**src/rtl/rxq_pkg.sv**
```systemverilog
// Package rxq_pkg
// Shared widths and the entry type of the receive queue.
// Assumes one character is eight data bits with three error tags.
package rxq_pkg;
    localparam int DATA_W = 8;
    localparam int TAG_W  = 3;

    // One stored character: tags[0] parity, tags[1] framing, tags[2] break
    typedef struct packed {
        logic [DATA_W-1:0] data;
        logic [TAG_W-1:0]  tags;
    } rxq_entry_t;
endpackage

```
**src/rtl/rxq_store.sv**
```systemverilog
// Module rxq_store
// Register-array storage for the receive queue: one write port addressed
// by the write pointer, one combinational read port at the read pointer.
// Assumes the controller never asserts push when no slot is free.
module rxq_store
    import rxq_pkg::*;
#(
    parameter int DEPTH = 64,
    localparam int PTR_W = $clog2(DEPTH)
) (
    input  logic             clk,
    input  logic             push,
    input  logic [PTR_W-1:0] wr_ptr,
    input  logic [PTR_W-1:0] rd_ptr,
    input  rxq_entry_t       wr_entry,
    output rxq_entry_t       head_entry
);
    rxq_entry_t slots [DEPTH];

    for (genvar g = 0; g < DEPTH; g++) begin : g_slot
        // Capture the incoming entry into this slot when it is addressed
        always_ff @(posedge clk) begin
            if (push && wr_ptr == PTR_W'(g)) begin
                slots[g] <= wr_entry;
            end
        end
    end

    // Present the oldest entry
    assign head_entry = slots[rd_ptr];
endmodule

```
**src/rtl/rxq_ctrl.sv**
```systemverilog
// Module rxq_ctrl
// Pointer, fill-count and overrun control of the receive queue.
// Capacity is DEPTH in queued mode and one entry otherwise; a change of
// mode flushes the queue. Assumes synchronous active-low reset.
module rxq_ctrl #(
    parameter int DEPTH = 64,
    localparam int PTR_W = $clog2(DEPTH),
    localparam int CNT_W = $clog2(DEPTH + 1)
) (
    input  logic             clk,
    input  logic             rst_n,
    input  logic             fifo_en,
    input  logic             wr_valid,
    input  logic             rd_pop,
    input  logic             lsr_rd,
    output logic             push,
    output logic [PTR_W-1:0] wr_ptr,
    output logic [PTR_W-1:0] rd_ptr,
    output logic [CNT_W-1:0] count,
    output logic             nonempty,
    output logic             overrun
);
    localparam logic [CNT_W-1:0] CAP_Q   = CNT_W'(DEPTH);
    localparam logic [CNT_W-1:0] CAP_ONE = CNT_W'(1);
    localparam logic [PTR_W-1:0] PTR_TOP = PTR_W'(DEPTH - 1);

    logic             en_q;
    logic             flush;
    logic             full;
    logic             pop;
    logic             drop;
    logic [CNT_W-1:0] count_nxt;

    // Decode this cycle's queue operations
    always_comb begin
        flush     = (fifo_en != en_q);
        full      = (count >= (fifo_en ? CAP_Q : CAP_ONE));
        pop       = rd_pop && nonempty && !flush;
        push      = wr_valid && !flush && (!full || pop);
        drop      = wr_valid && !flush && full && !pop;
        count_nxt = flush ? '0 : count + CNT_W'(push) - CNT_W'(pop);
    end

    // Track the mode seen on the previous edge to detect a change
    always_ff @(posedge clk) begin
        en_q <= fifo_en;
    end

    // Advance pointers and fill state
    always_ff @(posedge clk) begin
        if (!rst_n || flush) begin
            wr_ptr   <= '0;
            rd_ptr   <= '0;
            count    <= '0;
            nonempty <= 1'b0;
        end else begin
            if (push) wr_ptr <= (wr_ptr == PTR_TOP) ? '0 : wr_ptr + 1'b1;
            if (pop)  rd_ptr <= (rd_ptr == PTR_TOP) ? '0 : rd_ptr + 1'b1;
            count    <= count_nxt;
            nonempty <= (count_nxt != '0);
        end
    end

    // Sticky overrun: a dropped write sets it, a status read clears it
    always_ff @(posedge clk) begin
        if (!rst_n) begin
            overrun <= 1'b0;
        end else if (drop) begin
            overrun <= 1'b1;
        end else if (lsr_rd) begin
            overrun <= 1'b0;
        end
    end
endmodule

```
**src/rtl/rxq_trig.sv**
```systemverilog
// Module rxq_trig
// Receive-data interrupt: compares the fill count with the level picked
// by the selector in queued mode, follows data-ready otherwise.
// Assumes the level parameters do not exceed the queue depth.
module rxq_trig #(
    parameter int DEPTH   = 64,
    parameter int LEVEL_0 = 8,
    parameter int LEVEL_1 = 16,
    parameter int LEVEL_2 = 56,
    parameter int LEVEL_3 = 60,
    localparam int CNT_W  = $clog2(DEPTH + 1)
) (
    input  logic             fifo_en,
    input  logic [1:0]       trig_sel,
    input  logic [CNT_W-1:0] count,
    input  logic             nonempty,
    output logic             irq
);
    logic [CNT_W-1:0] level;

    // Select the threshold and form the interrupt
    always_comb begin
        unique case (trig_sel)
            2'd0:    level = CNT_W'(LEVEL_0);
            2'd1:    level = CNT_W'(LEVEL_1);
            2'd2:    level = CNT_W'(LEVEL_2);
            default: level = CNT_W'(LEVEL_3);
        endcase
        irq = fifo_en ? (count >= level) : nonempty;
    end
endmodule

```
**src/rtl/rx_tag_fifo.sv**
```systemverilog
// Module rx_tag_fifo
// Receive queue of a serial channel keeping three error tags per character
// aligned with it, with trigger-level interrupt, fill count and overrun.
// Assumes DEPTH is at least 2; reset is synchronous, active low.
module rx_tag_fifo
    import rxq_pkg::*;
#(
    parameter int DEPTH   = 64,
    parameter int LEVEL_0 = 8,
    parameter int LEVEL_1 = 16,
    parameter int LEVEL_2 = 56,
    parameter int LEVEL_3 = 60,
    localparam int PTR_W  = $clog2(DEPTH),
    localparam int CNT_W  = $clog2(DEPTH + 1)
) (
    input  logic              clk,
    input  logic              rst_n,
    input  logic              fifo_en,
    input  logic [1:0]        trig_sel,
    input  logic              wr_valid,
    input  logic [DATA_W-1:0] wr_data,
    input  logic              wr_parity_err,
    input  logic              wr_frame_err,
    input  logic              wr_break,
    input  logic              rd_pop,
    input  logic              lsr_rd,
    output logic [DATA_W-1:0] head_data,
    output logic [TAG_W-1:0]  lsr_tags,
    output logic              data_ready,
    output logic              rx_irq,
    output logic              overrun,
    output logic [CNT_W-1:0]  fill_count
);
    logic             push;
    logic [PTR_W-1:0] wr_ptr;
    logic [PTR_W-1:0] rd_ptr;
    rxq_entry_t       wr_entry;
    rxq_entry_t       head_entry;

    // Pack the character with its tags in line-status order
    assign wr_entry = '{data: wr_data, tags: {wr_break, wr_frame_err, wr_parity_err}};

    rxq_ctrl #(.DEPTH(DEPTH)) ctrl_i (
        .clk      (clk),
        .rst_n    (rst_n),
        .fifo_en  (fifo_en),
        .wr_valid (wr_valid),
        .rd_pop   (rd_pop),
        .lsr_rd   (lsr_rd),
        .push     (push),
        .wr_ptr   (wr_ptr),
        .rd_ptr   (rd_ptr),
        .count    (fill_count),
        .nonempty (data_ready),
        .overrun  (overrun)
    );

    rxq_store #(.DEPTH(DEPTH)) store_i (
        .clk        (clk),
        .push       (push),
        .wr_ptr     (wr_ptr),
        .rd_ptr     (rd_ptr),
        .wr_entry   (wr_entry),
        .head_entry (head_entry)
    );

    rxq_trig #(
        .DEPTH   (DEPTH),
        .LEVEL_0 (LEVEL_0),
        .LEVEL_1 (LEVEL_1),
        .LEVEL_2 (LEVEL_2),
        .LEVEL_3 (LEVEL_3)
    ) trig_i (
        .fifo_en  (fifo_en),
        .trig_sel (trig_sel),
        .count    (fill_count),
        .nonempty (data_ready),
        .irq      (rx_irq)
    );

    // Expose the head entry
    assign head_data = head_entry.data;
    assign lsr_tags  = head_entry.tags;
endmodule

```
**config.mk**
```make
export PLATFORM = sky130hd
export DESIGN_NAME = rx_tag_fifo
export DESIGN_NICKNAME = d
export VERILOG_FILES = /design/src/rtl/rxq_pkg.sv /design/src/rtl/rxq_store.sv /design/src/rtl/rxq_ctrl.sv /design/src/rtl/rxq_trig.sv /design/src/rtl/rx_tag_fifo.sv
export SDC_FILE = /design/constraint.sdc
export NUM_CORES = 1
export LEC_CHECK = 0
export BUFFER_PORTS_ARGS = -buffer_cell sky130_fd_sc_hd__buf_2
export CORE_MARGIN = 1
export CORE_UTILIZATION = 45
export CTS_BUF_LIST = sky130_fd_sc_hd__clkbuf_8
export DETAILED_ROUTE_END_ITERATION = 6
export SYNTH_ARGS = -nofsm -noshare
export SYNTH_HDL_FRONTEND = slang
export SYNTH_HIERARCHICAL = 1
export SYNTH_SLANG_ARGS = --single-unit
```
**constraint.sdc**
```tcl
create_clock -name clk -period 5.15 [get_ports clk]
set_input_delay 0.7725 -clock clk [delete_from_list [all_inputs] [get_ports clk]]
set_output_delay 0.7725 -clock clk [all_outputs]
set_load 0.005 [all_outputs]
```
# Word-level counts from Yosys, hierarchy flattened
# Memory sizes are Yosys's and may differ from the RTL's. A register that Yosys moved wholly into a read port is not among the register bits.
# Cells that the tools add are included.
# classes
n_mux	327
n_lt_le_gt_ge	2
reduce_logical	143
eq_ne	67
n_addsub	4
# ops
cell	n
two-way mux 11 bit	63
OR reduction 11 bit	63
two-way mux 6 bit	67
equality test 6 bit (second input constant)	33
two-way mux 1 bit	194
equality test 6 x 5 -> 1 bit (second input constant)	16
logical AND 1 bit	70
equality test 6 x 4 -> 1 bit (second input constant)	8
equality test 6 x 3 -> 1 bit (second input constant)	4
one-hot mux 6 bit (3 select lines)	1
two-way mux 7 bit	2
adder 6 x 1 -> 6 bit (second input constant)	2
equality test 6 x 2 -> 1 bit (second input constant)	2
adder 7 x 1 -> 7 bit	1
greater-or-equal comparator 7 x 6 -> 1 bit	1
greater-or-equal comparator 7 bit	1
nonzero test 7 bit	1
subtractor 7 x 1 -> 7 bit	1
equality test 6 x 1 -> 1 bit (second input constant)	1
zero test 6 bit	1
zero test 1 bit	4
equality test 2 x 1 -> 1 bit (second input constant)	1
equality test 2 bit (second input constant)	1
zero test 2 bit	1
other kinds (3)	4
# totals
word_cells	550
n_memories	1
ram_bits	704
ff_bits	22
input_bits	19
output_inout_bits	21
# mem_list
memory	words	width	rd	rd_ports_with_merged_regs	wr	line_no	rtl
store_i.slots	64	11	1	1	1	rxq_store.sv:18	rxq_entry_t slots [DEPTH];

# Depth between registers and ports, before layout
# depth
depth_word	72
mapped_depth	13
ltp_nobuf	12

# By module
# The synthesis kept the hierarchy.
# by_module_without_submodules
mod	cells_each	seq_area_each_um2	area_per_inst_um2	n_inst
rxq_store	1216	21140.3	27079.7	1
rxq_ctrl	148	440.4	1308.8	1
rxq_trig	18	0.0	131.4	1

# Least setup slack after synthesis
# OpenSTA, ideal clock, no wires.
# synth_timing
kind	input port to flip-flop
start	in fifo_en
end	mem store_i/slots[6][0] (netlist bit) (enable)
path_slack_ns	1.615
setup_time_ns	0.378
path_stages	10
t_arrival_ns	3.156
n_path_buf	3
t_required_ns	4.772
cell_sequence	inv_1 > ha_1 > nand4_1 > a31oi_4 > buf_6 > nor2_1 > or3b_2 > clkbuf_1 > clkbuf_1 > nor2_1
# synth_between
elab_chain_cells	72
elab_cells_between_ends	390
cone_classes	1 x order compare; 1 x eq/ne; 255 x mux; 133 x reduce/logical
# synth_lines
element	line_no	rtl
start, declared	rx_tag_fifo.sv:18	input logic fifo_en,
two-way mux 7 bit / != test 1 bit (equally long branches)	rxq_ctrl.sv:37, rxq_ctrl.sv:36	
greater-or-equal comparator 7 bit / zero test 1 bit (equally long branches)	rxq_ctrl.sv:37, rxq_ctrl.sv:38, rxq_ctrl.sv:39	
zero test 1 bit / logical AND 1 bit (equally long branches)	rxq_ctrl.sv:39, rxq_ctrl.sv:38	
logical OR 1 bit	rxq_ctrl.sv:39	push = wr_valid && !flush && (!full || pop);
logical AND 1 bit *	rxq_ctrl.sv:39	
named net push	rx_tag_fifo.sv:34	logic push;
logical AND 1 bit	rxq_store.sv:23	if (push && wr_ptr == PTR_W'(g)) begin
two-way mux 1 bit	rxq_store.sv:23	
two-way mux 1 bit (not written as such)	rxq_store.sv:24	slots[g] <= wr_entry;
OR reduction 11 bit (no source line)	--	
two-way mux 6 bit (no source line) / two-way mux 1 bit (equally long branches) (63 in a row)	--	
end, declared	rxq_store.sv:18	
# The timed path passes the listed nets; every way through them passes the cells marked *.

==> results_dict.tcl <==
set metrics [dict create \
    status "finished clean" \
    die_h_um 254 \
    synth-async-reset-ratio_pct 0 \
    postSynthCellCount 1382 \
    most-common-layout-cells "704 x edfxtp_1, 176 x mux4_2, 115 x clkbuf_8" \
    ys_ff_latch 726 \
    p_per_area_nw_per_um2 369 \
    min_to "ctrl_i/en_q" \
    yosys.area.top_type "edfxtp_1" \
    clk_path_buf_depth 3 \
    power.leakage_nw 9.94 \
    skew_ns 0.0341 \
    fp.dieW_um 254 \
    io_pins 40 \
    hold_class "input port to register" \
    fin_tns_setup_ns 0 \
    layout.nets 1577 \
    netlist.area_leader.share_pct 74.1 \
    final_common_cell "edfxtp_1" \
    post_cts_resized 0 \
    worst_ep_required_time_ns 4.38 \
    power.internal_mw 9.20 \
    critical_path_class "register to primary output" \
    ys_types 54 \
    rows 91 \
    post_route_cells_drive_above_1_share_pct 27.4 \
    grt_max_degree 95 \
    p_sw_share_pct 22.5 \
    syn_area_per_cell_um2 20.6 \
    initial_core_util_pct 45.9 \
    vdd_drop_max_mv 0.256 \
    timing.slew.headroom_pct 23.0 \
    pwr-share-comb_pct 5.7 \
    crit_fanout 89 \
    ys_warn_count 6 \
    finish.instance_area_um2 32100 \
    ys_seq_area_share_pct 75.7 \
    ys.flop_type "edfxtp_1" \
    cts_sinks 726 \
    antenna_found_initial 2 \
    vias 14334 \
    cts_setup_buffers 0 \
    overflow 0 \
    synthTopCellsByArea "edfxtp_1 74%, mux4_2 14%, dfxtp_1 1.5%, nor2_1 1.3%, a22oi_1 0.97%" \
    area_growth_pct 12.7 \
    wl_per_cell_um 27.1 \
    min_from "fifo_en" \
    clkTransAtPathRegs_ns 0.06 \
    synth-edff-count 704 \
    setup_viol 0 \
    reg2reg_to "store_i/slots[3][7]" \
    period_needed_ns 4.42 \
    period_share_pct 85.7 \
    port_buffers 39 \
    fill_cells 5057 \
    placed_area_um2 30000 \
    drtIter0Drc 1407 \
    drt_wl_total_um 66800 \
    end_kind "primary output" \
    p_seq_share_pct 55.2 \
    gp_congestion 0.835 \
    regToRegStartpoint "ctrl_i/en_q" \
    dp_hpwl_um 39300 \
    rsz0062_at_grt "no" \
    tightest_slew_ns 1.13 \
    max_cap_violations 0 \
    grt_pass1_vias 14510 \
    fp.dieArea_um2 64400 \
    grt_first_pass_wirelength_um 98300 \
    drc 0 \
    ctsHoldBuffers 0 \
    cts.htree.levels 3 \
    ff2ff_path_depth 8 \
    clock_latency_ns 0.73 \
    cts_tree "done" \
    fmax_mhz 226 \
    hold_slack_ns 0.256 \
    slowest_delay_ns 0.61 \
    cp_slowest_cell "mux4_2" \
    dr.pass1.iters 7 \
    r2r_slack_ns 1.72 \
    root_buffer "clkbuf_8" \
    path_cells "buf_12, mux4_2, o22ai_1, nor2_1, a22oi_1, o31ai_1, buf_2" \
    coreArea_um2 62200 \
    hold_viol 0 \
    cts_buffers 114 \
    pre_cts_ws_ns 1.02 \
    report.final.slew_viol_count 0 \
    grt_usage_pct 21.4 \
    pwr-share-clk_pct 39.2 \
    worst_setup_path_start_kind "register" \
    post_drt_via_cell_ratio 5.82 \
    syn-num-nets 1422 \
    syn_area_um2 28500 \
    setup_slack_ns 0.734 \
    ant_nets 0 \
    p_switching_mw 2.66 \
    hold_path_depth 1 \
    cp.arrival_ns 3.64 \
]
==> power by group through the flow <==
stage | sequential [mW] | combinational [mW] | clock (mW)
5_1_grt | 6.55 | 0.741 | 4.98
3_5_place_dp | 6.67 | 0.679 | 0
6_report | 6.55 | 0.672 | 4.65
4_1_cts | 6.55 | 0.682 | 4.76
2_1_floorplan | 6.66 | 0.421 | 0
3_3_place_gp | 6.67 | 0.672 | 0
==> registers in the layout (all words and copies together), names as in the netlist <==
name,count
ctrl_i/nonempty,1
ctrl_i/count,7
ctrl_i/rd_ptr,6
ctrl_i/overrun,1
ctrl_i/en_q,1
ctrl_i/wr_ptr,6
store_i/slots,704
==> synth_stat cells (all sizes together) (5+ instances only) <==
| cell type | number |
|---|---|
| a211oi | 9 |
| a21oi | 14 |
| a22oi | 37 |
| and3 | 5 |
| buf | 53 |
| clkbuf | 17 |
| dfxtp | 22 |
| edfxtp | 704 |
| ha | 20 |
| inv | 18 |
| mux2i | 26 |
| mux4 | 176 |
| nand2 | 37 |
| nand3 | 17 |
| nand4 | 6 |
| nor2 | 97 |
| nor2b | 21 |
| o21ai | 5 |
| o221ai | 11 |
| o22ai | 21 |
| o31ai | 11 |
| xnor2 | 5 |
| xor2 | 6 |
==> metrics by stage <==
stage | util, % | cells | total power, mW
after floorplan | - | 1382 | 7.08
after global placement | 48.2 | 2258 | 7.34
after detailed placement | 48.2 | 2258 | 7.35
after CTS | 51.7 | 2463 | 12.0
after global routing | 51.7 | 2464 | 12.3
final | 51.7 | 2464 | 11.9
==> worst max-delay path, delay by kind of cell, from the launching register on <==
kind                   cells  cell delay [ns]
AOI/OAI and AO/OA          3             0.81
buffers and inverters      2             0.64
DFF                        1             0.58
muxes                      1             0.61
and+or+nand+nor            1             0.14
==> layer usage <==
| metal | up-vias | global-route usage [%] | routed length [um] |
|---|---|---|---|
| met4 | 2 | 6.94 | 1650 |
| met3 | 118 | 5.47 | 5410 |
| li1 | 6061 | - | - |
| met2 | 639 | 33.5 | 32100 |
| met5 | - | 0 | 10 |
| met1 | 7514 | 29.6 | 27600 |
==> kinds of logic after synthesis <==
kind of cell	Yosys count	synth area share (%)
mux	205	14.9
buf+inv	88	1.59
fa+ha+maj	21	0.948
simple gates	208	3.36
compound gates	123	3.16
flops	726	75.7
xor+xnor	11	0.338
==> final cells by class <==
cell class	instances	area (um2)	area share, %
clock inverters	90	577	1.80
diodes	1	2.50	0.00779
repair buffers	109	781	2.43
clock buffers	115	1580	4.93
multi-input cells	568	6480	20.2
flip-flops and latches	726	21600	67.2
well taps	837	1050	3.26
inverters	18	67.6	0.210
==> worst max path at each step <==
| stage | from | end | depth (start not counted) |
|---|---|---|---|
| 2_1_floorplan | fifo_en | store_i/slots[6][0] | 10 |
| 3_3_place_gp | fifo_en | store_i/slots[3][0] | 9 |
| 3_5_place_dp | fifo_en | store_i/slots[3][3] | 9 |
| 4_1_cts | ctrl_i/rd_ptr[0] | head_data[2] | 7 |
| 5_1_grt | ctrl_i/rd_ptr[0] | head_data[7] | 7 |
| 6_report | ctrl_i/rd_ptr[1] | head_data[2] | 7 |
Power figures use the tool's default switching activity.
